`config.mk`:
```
export PLATFORM = sky130hd
export DESIGN_NAME = hbridge_gate_ctl
export DESIGN_NICKNAME = d
export VERILOG_FILES = /design/src/rtl/hbridge_gate_ctl.sv
export SDC_FILE = /design/constraint.sdc
export NUM_CORES = 1
export LEC_CHECK = 0
export BUFFER_PORTS_ARGS = -buffer_cell sky130_fd_sc_hd__buf_2
export CAP_MARGIN = 5
export CORE_AREA = 2 2 101 54
export CTS_CLUSTER_DIAMETER = 100
export DETAILED_ROUTE_END_ITERATION = 10
export DIE_AREA = 0 0 103 56
export GPL_TIMING_DRIVEN = 1
export MAX_ROUTING_LAYER = met4
export PLACE_DENSITY_LB_ADDON = 0.1
export SYNTH_ARGS = -nofsm -noshare
export SYNTH_HDL_FRONTEND = slang
export SYNTH_SLANG_ARGS = --single-unit
```
`constraint.sdc`:
```
create_clock -name clk -period 3.15 [get_ports clk]
set_input_delay 0.63 -clock clk [delete_from_list [all_inputs] [get_ports clk]]
set_output_delay 0.63 -clock clk [all_outputs]
set_load 0.01 [all_outputs]
```
`src/rtl/hbridge_gate_ctl.sv`:
```
module hbridge_gate_ctl #(
  parameter int DLY_W     = 8,
  parameter int PULSE_CYC = 4
) (
  input  logic             clk,
  input  logic             rst_n,
  input  logic             dir_i,
  input  logic             kill_i,
  input  logic             hi_en_i,
  input  logic [DLY_W-1:0] hi_dly_i,
  input  logic [DLY_W-1:0] lo_dly_i,
  output logic             a_hi_o,
  output logic             a_lo_o,
  output logic             b_hi_o,
  output logic             b_lo_o,
  output logic             a_hi_set_o,
  output logic             a_hi_clr_o,
  output logic             b_hi_set_o,
  output logic             b_hi_clr_o
);
  localparam int               PW_W    = (PULSE_CYC > 1) ? $clog2(PULSE_CYC) : 1;
  localparam logic [PW_W-1:0]  PW_LAST = PW_W'(PULSE_CYC - 1);
  localparam logic [DLY_W-1:0] DLY_INF = '1;

  // gate order: 0 A-high, 1 A-low, 2 B-high, 3 B-low; partner in leg is i^1
  logic [3:0] req, gate, gate_nxt;
  logic [1:0] set_v, clr_v;

  assign req[0] = !kill_i &&  dir_i && hi_en_i;
  assign req[1] = !kill_i && !dir_i;
  assign req[2] = !kill_i && !dir_i && hi_en_i;
  assign req[3] = !kill_i &&  dir_i;

  for (genvar i = 0; i < 4; i++) begin : g_sw
    logic [DLY_W-1:0] dly, cnt;
    logic             on_q, hold_off, nxt;

    assign dly      = ((i % 2) == 0) ? hi_dly_i : lo_dly_i;
    assign hold_off = !req[i] || (dly == DLY_INF);

    always_comb begin
      if (hold_off)         nxt = 1'b0;
      else if (on_q)        nxt = 1'b1;
      else if (gate[i ^ 1]) nxt = 1'b0;
      else                  nxt = (cnt >= dly);
    end

    always_ff @(posedge clk or negedge rst_n) begin
      if (!rst_n) begin
        on_q <= 1'b0;
        cnt  <= '0;
      end else begin
        on_q <= nxt;
        if (hold_off || on_q || gate[i ^ 1] || cnt >= dly) cnt <= '0;
        else                                               cnt <= cnt + 1'b1;
      end
    end

    assign gate[i]     = on_q;
    assign gate_nxt[i] = nxt;
  end

  for (genvar s = 0; s < 2; s++) begin : g_pulse
    logic            set_q, clr_q;
    logic [PW_W-1:0] left;

    always_ff @(posedge clk or negedge rst_n) begin
      if (!rst_n) begin
        set_q <= 1'b0;
        clr_q <= 1'b0;
        left  <= '0;
      end else if (gate_nxt[2*s] && !gate[2*s]) begin
        set_q <= 1'b1;
        clr_q <= 1'b0;
        left  <= PW_LAST;
      end else if (!gate_nxt[2*s] && gate[2*s]) begin
        set_q <= 1'b0;
        clr_q <= 1'b1;
        left  <= PW_LAST;
      end else if (left != '0) begin
        left  <= left - 1'b1;
      end else begin
        set_q <= 1'b0;
        clr_q <= 1'b0;
      end
    end

    assign set_v[s] = set_q;
    assign clr_v[s] = clr_q;
  end

  assign a_hi_o     = gate[0];
  assign a_lo_o     = gate[1];
  assign b_hi_o     = gate[2];
  assign b_lo_o     = gate[3];
  assign a_hi_set_o = set_v[0];
  assign a_hi_clr_o = clr_v[0];
  assign b_hi_set_o = set_v[1];
  assign b_hi_clr_o = clr_v[1];
endmodule

```
==> flow_summary_export.csv <==
group,metric,value,unit
power_and_ir_drop,power_density,384,nW/µm²
yosys,yosysWarningCount,0,
timing,finalCritPeriodShare,81.0,%
setup_path,crit_end,"a_hi_clr_o",
timing,min_period,2.55,ns
setup_path,crit_fanout,3,
placement,pre_cts_slack,0.256,ns
timing,timing.fmax,392,MHz
placement,hpwlAfterDp,4.28,mm
placement,portBuffers,28,
die,io_pins,29,
cts,cts_tree,"built",
yosys,synthTopCellsByArea,"dfrtp_1 39%, ha_1 18%, xnor2_1 4.0%",
detailed_routing,highest_layer,"met4",
yosys,yosys.area.top_type,"dfrtp_1",
yosys,seq_area_frac_synth,39.1,%
cts,cts_setup_buffers,0,
timing,rsz0062_at_grt,"false",
cells_and_area,antennaDiodeCount,0,
hold_path,min_path_type,"input pin to asynchronous set/reset pin",
setup_path,critPathLaunchType,"input pin",
run,maxCapViolations,0,
placement,dpl-instance-area,3040,µm²
die,die_area,5770,µm²
cells_and_area,area_delta_synth_final,11.1,%
die,die_width,103,µm
power_and_ir_drop,max-vdd-ir-drop,0.000277,V
cells_and_area,drive_gt1_share,15.3,%
detailed_routing,viasPerCell,5.28,
power_and_ir_drop,power_leakage,0.00167,µW
setup_path,rr_endpoint,"a_hi_clr_o",
grt,grt.total_usage,21.3,%
detailed_routing,routedWlPerCell,13.8,µm
yosys,avgSynthCellArea,9.89,µm²
grt,grt_overflow_total,0,
cts,clk_latency,0.30,ns
cts,cts_resized,0,
grt,antenna_found_initial,0,
cells_and_area,final_nets,380,
setup_path,timing.rr.start,"g_sw[0].cnt[2]",
setup_path,required,3.34,ns
cts,clock_path_buffers,2,
detailed_routing,ant_nets,0,
cts,clkSlewWorstSetupHoldPaths,0.08,ns
yosys,synth_fp_nets,346,
detailed_routing,firstDrtPassIters,4,
timing,hold_violations,0,
setup_path,reg2reg_depth,9,
timing,clock_skew,0.00414,ns
yosys,yosysTopAreaCellShare,39.1,%
die,core,4820,µm²
yosys,syn-cell-area,2820,µm²
die,num_rows,18,
yosys,ys_seq_elements,44,
cells_and_area,layout_commonest_cell,"dfrtp_1",
yosys,synth_ff_type,"dfrtp_1",
grt,grt_max_degree,45,
detailed_routing,num_vias,2059,
setup_path,startpoint,"hi_dly_i[2]",
timing,final.setup.worst_slack,0.597,ns
detailed_routing,wl_met1,2.74,mm
placement,place_congestion,0.776,
timing,maxSlewViolCount,0,
cts,ctsHoldBuffers,0,
grt,grt_pass1_wl,9.32,mm
cts,cts_htree_levels,2,
detailed_routing,wl,5.37,mm
run_status,status,"completed",
setup_path,critPathArrivalTime,2.74,ns
die,dieHeight,56,µm
detailed_routing,drtIter0Drc,68,
yosys,async_reset_ff_share,100,%
yosys,synth.distinct_cells,36,
cts,root_buffer,"clkbuf_8",
detailed_routing,wl_met3,159,µm
timing,worst_slew_pin_slew,0.947,ns
timing,tns,0,ns
timing,setup_viol,0,
grt,grt_pass1_vias,2085,
cts,cts_buffers,5,
setup_path,crit_type,"input pin to register",
cts,cts_sinks,44,
die,initial_utilization,58.5,%
cells_and_area,layout_common_cells,"44 x dfrtp_1, 40 x ha_1, 28 x buf_2",
detailed_routing,met2_length,2.43,mm
yosys,synth_edf_count,0,
cells_and_area,final_util,65.0,%
detailed_routing,drc_errors,0,
yosys,netlist_instances,285,
setup_path,end_kind,"register",
timing,max_slew_margin,36.9,%
cells_and_area,finalInstanceArea,3130,µm²
setup_path,rrSetupSlack,0.60,ns
worst max-delay path, stage by stage:
cell	delay (ns)
buf_2	0.09
inv_1	0.05
ha_1	0.30
a211oi_1	0.22
o21ai_1	0.12
a21oi_2	0.20
nor2_1	0.08
o21ba_2	0.22
ha_1	0.29
nor2b_1	0.20
mux2_2	0.36
Yosys cell counts, types with 2 or more instances:
cell type and count:
inv_1 27, nor4b_4 2, and2_1 16, and3_1 9, a21oi_1 13, a211oi_1 4, xnor2_1 13, xor2_1 12
nand3_1 20, mux2_2 2, a211o_1 2, nor2_1 27, o21ba_2 3, nor3_1 3, o21ai_0 7, o21ai_1 2
ha_1 40, nor2b_1 6, a21oi_2 2, dfrtp_1 44, nand4_1 5, nand2_1 12
per-stage QoR:
step / cells / hold slack [ns] / total power (µW)
after floorplan: 285 / 0.334 / 782
after global placement: 382 / 0.450 / 831
after detailed placement: 382 / 0.464 / 852
after CTS: 390 / 0.475 / 1220
after global routing: 390 / 0.503 / 1280
final: 390 / 0.474 / 1200
how the worst min path moves through the flow:
stage	from	to	slack (ns)	depth (start not counted)
floorplan	rst_n	a_hi_clr_o	0.33	0
CTS	g_pulse[0].left[0]	g_pulse[0].left[0]	0.47	1
global placement	g_pulse[0].left[0]	g_pulse[0].left[0]	0.45	1
detailed placement	g_pulse[0].left[0]	g_pulse[0].left[0]	0.46	1
global route	g_pulse[0].left[0]	g_pulse[0].left[0]	0.50	1
finish	rst_n	g_sw[0].cnt[5]	0.47	1
kinds of logic (layout without fill, tap and decap cells):
family                   Yosys count  count (layout)  synth area share (%)
AO/OA/AOI/OAI                     42              42                  10.7
XOR/XNOR                          25              25                  7.77
adder cells (fa/ha/maj)           40              40                  17.8
buffers and inverters             28              63                  3.77
flip-flops                        44              44                  39.1
multiplexers                       2               2                 0.799
AND/OR/NAND/NOR                  104             104                  20.1
cell type report:
class                           instances  area [µm²]
Clock buffer                            8        90.1
Fill cell                             391        1690
Inverter                               27         101
Multi-Input combinational cell        213        1610
Sequential cell                        44        1100
Tap cell                               70        87.6
Timing Repair Buffer                   28         140
flip-flops by register name, indices dropped and copies added (netlist names):
register and flops:
b_lo_o 1, a_hi_set_o 1, a_lo_o 1, g_sw.cnt 32, g_pulse.left 4, b_hi_set_o 1, b_hi_o 1, b_hi_clr_o 1
a_hi_o 1, a_hi_clr_o 1
report_power, final:
part           total, µW  internal (µW)  switching (µW)
combinational        220            101             119
clock                364            179             186
sequential           619            598            21.1
routing by layer:
metal	global-route usage (%)	up-vias
li1	-	1047
met1	28.9	977
met2	32.5	29
met3	4.15	6
met4	6.20	0
met5	-	-
Power figures use the tool's default switching activity.
